## config.mk

```make
export PLATFORM = sky130hd
export DESIGN_NAME = agc_sync_holdoff
export DESIGN_NICKNAME = d
export VERILOG_FILES = /design/src/rtl/agc_sync_pkg.sv /design/src/rtl/agc_sync_regs.sv /design/src/rtl/agc_sync_downcnt.sv /design/src/rtl/agc_sync_fsm.sv /design/src/rtl/agc_sync_holdoff.sv
export SDC_FILE = /design/constraint.sdc
export NUM_CORES = 1
export LEC_CHECK = 0
export BUFFER_PORTS_ARGS = -buffer_cell sky130_fd_sc_hd__buf_2
export CAP_MARGIN = 20
export CORE_ASPECT_RATIO = 1.2
export CORE_UTILIZATION = 40
export DETAILED_ROUTE_END_ITERATION = 7
export PLACE_DENSITY = 0.57
export SLEW_MARGIN = 40
export SYNTH_ARGS = -nofsm -noshare
export SYNTH_HDL_FRONTEND = slang
export SYNTH_HIERARCHICAL = 1
export SYNTH_SLANG_ARGS = --single-unit
```

## constraint.sdc

```tcl
create_clock -name clk -period 3.1 [get_ports clk]
set_clock_uncertainty 0.15 [all_clocks]
set_input_delay 0.62 -clock clk [delete_from_list [all_inputs] [get_ports clk]]
set_output_delay 0.62 -clock clk [all_outputs]
set_load 0.01 [all_outputs]
```

## src/rtl/agc_sync_pkg.sv

```systemverilog
package agc_sync_pkg;

    typedef enum logic [1:0] {
        ST_SLEEP     = 2'd0,
        ST_WAKE_HOLD = 2'd1,
        ST_SYNC_HOLD = 2'd2,
        ST_DECIM     = 2'd3
    } agc_state_e;

    localparam int ADDR_W      = 2;
    localparam logic [ADDR_W-1:0] ADDR_CTRL  = 2'd0;
    localparam logic [ADDR_W-1:0] ADDR_HOLD  = 2'd1;
    localparam logic [ADDR_W-1:0] ADDR_DECIM = 2'd2;

    localparam int BIT_EXT_EN     = 0;
    localparam int BIT_FIRST_ONLY = 1;
    localparam int BIT_INIT_SYNC  = 2;
    localparam int BIT_SYNC_NOW   = 3;

    typedef struct packed {
        logic init_on_sync;
        logic first_only;
        logic ext_en;
    } agc_ctrl_t;

endpackage

```

## src/rtl/agc_sync_regs.sv

```systemverilog
module agc_sync_regs
    import agc_sync_pkg::*;
#(
    parameter int DATA_W = 16,
    parameter int HOLD_W = 16,
    parameter int DEC_W  = 8
) (
    input  logic              clk,
    input  logic              rst_n,
    input  logic              wr_en,
    input  logic [ADDR_W-1:0] wr_addr,
    input  logic [DATA_W-1:0] wr_data,
    output agc_ctrl_t         ctrl,
    output logic [HOLD_W-1:0] holdoff,
    output logic [DEC_W-1:0]  decim,
    output logic              sync_now
);

    logic wr_ctrl;
    logic wr_hold;
    logic wr_decim;

    assign wr_ctrl  = wr_en && (wr_addr == ADDR_CTRL);
    assign wr_hold  = wr_en && (wr_addr == ADDR_HOLD);
    assign wr_decim = wr_en && (wr_addr == ADDR_DECIM);

    // the sync-now bit is a request, not a stored field
    assign sync_now = wr_ctrl && wr_data[BIT_SYNC_NOW];

    always_ff @(posedge clk) begin
        if (!rst_n) begin
            ctrl <= '0;
        end else if (wr_ctrl) begin
            ctrl.ext_en       <= wr_data[BIT_EXT_EN];
            ctrl.first_only   <= wr_data[BIT_FIRST_ONLY];
            ctrl.init_on_sync <= wr_data[BIT_INIT_SYNC];
        end
    end

    always_ff @(posedge clk) begin
        if (!rst_n) begin
            holdoff <= '0;
        end else if (wr_hold) begin
            holdoff <= wr_data[HOLD_W-1:0];
        end
    end

    always_ff @(posedge clk) begin
        if (!rst_n) begin
            decim <= '0;
        end else if (wr_decim) begin
            decim <= wr_data[DEC_W-1:0];
        end
    end

endmodule

```

## src/rtl/agc_sync_downcnt.sv

```systemverilog
module agc_sync_downcnt #(
    parameter int W = 16
) (
    input  logic         clk,
    input  logic         rst_n,
    input  logic         load,
    input  logic [W-1:0] load_val,
    input  logic         dec_en,
    output logic [W-1:0] cnt,
    output logic         zero
);

    assign zero = (cnt == '0);

    always_ff @(posedge clk) begin
        if (!rst_n) begin
            cnt <= '0;
        end else if (load) begin
            cnt <= load_val;
        end else if (dec_en && !zero) begin
            cnt <= cnt - 1'b1;
        end
    end

endmodule

```

## src/rtl/agc_sync_fsm.sv

```systemverilog
module agc_sync_fsm
    import agc_sync_pkg::*;
(
    input  logic       clk,
    input  logic       rst_n,
    input  logic       sleep,
    input  logic       sync_req,
    input  logic       hold_zero,
    input  logic       dec_zero,
    input  agc_ctrl_t  ctrl,
    output agc_state_e state,
    output logic       sync_acc,
    output logic       hold_load,
    output logic       hold_run,
    output logic       dec_load,
    output logic       dec_run,
    output logic       update_strobe,
    output logic       accum_clear,
    output logic       armed
);

    agc_state_e state_nx;
    logic       in_hold;
    logic       awake;
    logic       expire;
    logic       tick_fire;

    assign in_hold  = (state == ST_WAKE_HOLD) || (state == ST_SYNC_HOLD);
    assign awake    = (state != ST_SLEEP) && !sleep;
    assign sync_acc = sync_req && armed && awake;
    assign expire   = in_hold && hold_zero && awake && !sync_acc;
    assign tick_fire = (state == ST_DECIM) && dec_zero && awake && !sync_acc;

    // next-state selection: doze > sync > expire
    always_comb begin
        state_nx = state;
        unique case (state)
            ST_SLEEP: begin
                if (!sleep) state_nx = ST_WAKE_HOLD;
            end
            ST_WAKE_HOLD, ST_SYNC_HOLD: begin
                if (sleep)          state_nx = ST_SLEEP;
                else if (sync_acc)  state_nx = ST_SYNC_HOLD;
                else if (hold_zero) state_nx = ST_DECIM;
            end
            ST_DECIM: begin
                if (sleep)         state_nx = ST_SLEEP;
                else if (sync_acc) state_nx = ST_SYNC_HOLD;
            end
            default: state_nx = ST_SLEEP;
        endcase
    end

    // state register
    always_ff @(posedge clk) begin
        if (!rst_n) state <= ST_SLEEP;
        else        state <= state_nx;
    end

    // arming: restored by sleep, dropped by a sync when one-shot is set
    always_ff @(posedge clk) begin
        if (!rst_n) begin
            armed <= 1'b1;
        end else if (sleep || state == ST_SLEEP) begin
            armed <= 1'b1;
        end else if (sync_acc && ctrl.first_only) begin
            armed <= 1'b0;
        end
    end

    // outputs and counter controls
    always_comb begin
        hold_load     = ((state == ST_SLEEP) && !sleep) || sync_acc;
        hold_run      = in_hold;
        dec_load      = expire || tick_fire;
        dec_run       = (state == ST_DECIM);
        update_strobe = expire || tick_fire;
        accum_clear   = expire && (state == ST_SYNC_HOLD) && ctrl.init_on_sync;
    end

endmodule

```

## src/rtl/agc_sync_holdoff.sv

```systemverilog
module agc_sync_holdoff
    import agc_sync_pkg::*;
#(
    parameter int HOLD_W = 16,
    parameter int DEC_W  = 8
) (
    input  logic              clk,
    input  logic              rst_n,
    input  logic              sleep,
    input  logic              wr_en,
    input  logic [1:0]        wr_addr,
    input  logic [HOLD_W-1:0] wr_data,
    input  logic              ext_sync,
    output logic              update_strobe,
    output logic              accum_clear,
    output logic              armed
);

    localparam int DATA_W = HOLD_W;

    agc_ctrl_t         ctrl;
    logic [HOLD_W-1:0] holdoff;
    logic [DEC_W-1:0]  decim;
    logic              sync_now;
    logic              sync_req;
    logic              sync_acc;
    agc_state_e        state;
    logic              hold_load;
    logic              hold_run;
    logic              hold_zero;
    logic [HOLD_W-1:0] hold_cnt;
    logic              dec_load;
    logic              dec_run;
    logic              dec_zero;
    logic [DEC_W-1:0]  dec_cnt;

    agc_sync_regs #(
        .DATA_W (DATA_W),
        .HOLD_W (HOLD_W),
        .DEC_W  (DEC_W)
    ) u_regs (
        .clk      (clk),
        .rst_n    (rst_n),
        .wr_en    (wr_en),
        .wr_addr  (wr_addr),
        .wr_data  (wr_data),
        .ctrl     (ctrl),
        .holdoff  (holdoff),
        .decim    (decim),
        .sync_now (sync_now)
    );

    assign sync_req = sync_now || (ctrl.ext_en && ext_sync);

    agc_sync_fsm u_fsm (
        .clk           (clk),
        .rst_n         (rst_n),
        .sleep         (sleep),
        .sync_req      (sync_req),
        .hold_zero     (hold_zero),
        .dec_zero      (dec_zero),
        .ctrl          (ctrl),
        .state         (state),
        .sync_acc      (sync_acc),
        .hold_load     (hold_load),
        .hold_run      (hold_run),
        .dec_load      (dec_load),
        .dec_run       (dec_run),
        .update_strobe (update_strobe),
        .accum_clear   (accum_clear),
        .armed         (armed)
    );

    agc_sync_downcnt #(.W(HOLD_W)) u_hold_cnt (
        .clk      (clk),
        .rst_n    (rst_n),
        .load     (hold_load),
        .load_val (holdoff),
        .dec_en   (hold_run),
        .cnt      (hold_cnt),
        .zero     (hold_zero)
    );

    agc_sync_downcnt #(.W(DEC_W)) u_dec_cnt (
        .clk      (clk),
        .rst_n    (rst_n),
        .load     (dec_load),
        .load_val (decim),
        .dec_en   (dec_run),
        .cnt      (dec_cnt),
        .zero     (dec_zero)
    );

endmodule

```

==> flow_summary.json <==
{
  "die_h_um": 92.6,
  "mappedNetlistArea_mm2": 0.00273,
  "utilization": 0.464,
  "io_pins": 26,
  "rows": 32,
  "outcome": "complete, no violations",
  "vdd_drop_max_mv": 0.248,
  "slowest_delay_ns": 0.58,
  "totalWireLength_mm": 5.69,
  "grt_pass1_wl_mm": 9.75,
  "post-route-drc-count": 0,
  "rr_endpoint": "u_dec_cnt/cnt[1]",
  "wl_per_cell_um": 13.5,
  "r2r_slack_ns": 0.67,
  "htreeDepth": 2,
  "dr.pass1.iters": 4,
  "root_buffer": "clkbuf_8",
  "post-route-min-period_ns": 2.93,
  "clk_pin_slew_ns": 0.10,
  "synth_area_per_cell_um2": 8.71,
  "min_from": "u_regs/holdoff[10]",
  "ant_nets": 0,
  "cts_buffer_depth": 2,
  "track_usage": 0.170,
  "synth_fp_nets": 343,
  "numCtsBuffers": 5,
  "power.density_mw_per_mm2": 502,
  "maxCapViolations": 0,
  "area_growth_pct": 10.8,
  "p_leak_nw": 1.21,
  "path_cells": "or4_1, and4bb_1, buf_4, nand4_1, nor2_1, buf_2",
  "grt_max_degree": 66,
  "drt_iter0_markers": 101,
  "fin_crit_sh": 0.944,
  "whs_endpoint": "u_regs/holdoff[10]",
  "hold_buffers": 0,
  "floorplan.initialDensity": 0.419,
  "clock_sinks": 54,
  "worst_pin_slew_ns": 0.581,
  "globalRouteOverflowTotal": 0,
  "hold_path_class": "register to register",
  "die_width_um": 77.5,
  "cp-start-kind": "register",
  "core_area_mm2": 0.00653,
  "place_hpwl_mm": 4.09,
  "reg2reg_depth": 8,
  "io_buffers": 25,
  "max_slew_margin": 0.612,
  "drive_gt1_frac": 0.160,
  "num_vias": 2251,
  "r2r_start": "u_hold_cnt/cnt[0]",
  "whs_path_depth": 2,
  "antenna_cells": 0,
  "max_freq_mhz": 342,
  "final_max_slew_viol_count": 0,
  "timing_worst_setup_path_type": "register to primary output",
  "setup-tns-final_ns": 0,
  "via_per_inst": 5.32,
  "crit_required_ns": 2.33,
  "worst_path_max_delay_cell": "or4_1",
  "hold_violations": 0,
  "post_cts_buffers": 0,
  "grt_pass1_vias": 2116,
  "dieArea_mm2": 0.00717,
  "crit_fanout": 12,
  "critPathArrivalTime_ns": 2.16,
  "syn_inst": 314,
  "nets": 366,
  "place.gp.congestion": 0.836,
  "setup_viol": 0,
  "endpoint_kind": "primary output",
  "power_mw": 1.52,
  "antenna_found_initial": 0,
  "yosysWarnings": 6,
  "insertion_delay_ns": 0.31,
  "cts_tree": "yes"
}
worst max-delay path: cells and delay by family (launching register included):
family                 cells  cell delay (ns)
flip-flops                 1             0.35
AND/OR/NAND/NOR            4             1.15
buffers and inverters      2             0.36
stage by stage:
stage                     std cells  area (um^2)  setup slack (ns)  hold WS [ns]
final                           423         3030             0.174         0.311
after global routing            423         3030           -0.0106         0.333
after CTS                       423         3020            0.0214         0.311
after detailed placement        415         2930            0.0444         0.294
after global placement          415         2930            0.0935         0.292
after floorplan                 314         2730             0.500         0.281
power breakdown:
group / internal [mW] / switching, mW / total, mW
Combinational: 0.149 / 0.175 / 0.325
Clock: 0.180 / 0.234 / 0.415
Sequential: 0.738 / 0.0424 / 0.781
Total: 1.07 / 0.452 / 1.52
placed cells by master, fill, tap and decap left out, types with 8 or more instances in the layout:
master    n
buf_2    25
a21oi_1  20
dfxtp_1  54
inv_1    10
nand2_1  56
mux2i_1  30
nor2_1   17
nor3_1    8
o21ai_0  21
xnor2_1  14
state kept, by name, indices dropped and copies added, names as in the netlist:
register,cells
u_hold_cnt/cnt,16
u_regs/holdoff,16
u_dec_cnt/cnt,8
u_regs/decim,8
u_regs/ctrl,3
u_fsm/state,2
u_fsm/armed,1
cell type report:
cell class | instances | area (um^2)
flip-flops and latches | 54 | 1080
inverters | 10 | 37.5
well taps | 85 | 106
clock inverters | 2 | 12.5
multi-input cells | 234 | 1530
fillers | 652 | 3500
clock buffers | 6 | 82.6
repair buffers | 32 | 178
how the worst max path moves through the flow:
stage                                   from          endpoint  slack (ns)  depth (start not counted)
after floorplan                   wr_addr[0]  u_dec_cnt/cnt[1]        0.50                          8
after global placement                 wr_en     update_strobe        0.09                          8
after detailed placement               wr_en     update_strobe        0.04                          8
after CTS                 u_hold_cnt/cnt[10]     update_strobe        0.02                          5
after global routing        u_dec_cnt/cnt[2]     update_strobe       -0.01                          5
final                     u_hold_cnt/cnt[10]       accum_clear        0.17                          6
layer usage:
metal | up-vias | global-route usage | routed length, um
met5 | - | 0 | 0
met2 | 40 | 0.267 | 2530
met1 | 1059 | 0.235 | 2900
met4 | 0 | 0.0645 | 98
met3 | 8 | 0.0246 | 157
li1 | 1144 | - | -
timing repair:
| action | 4_1_cts | 5_1_grt |
|---|---|---|
| resized for setup | 1 | 1 |
| setup endpoints to repair | 1 | 1 |
| pin swaps | 0 | 0 |
(Power assumes the default switching activity.)
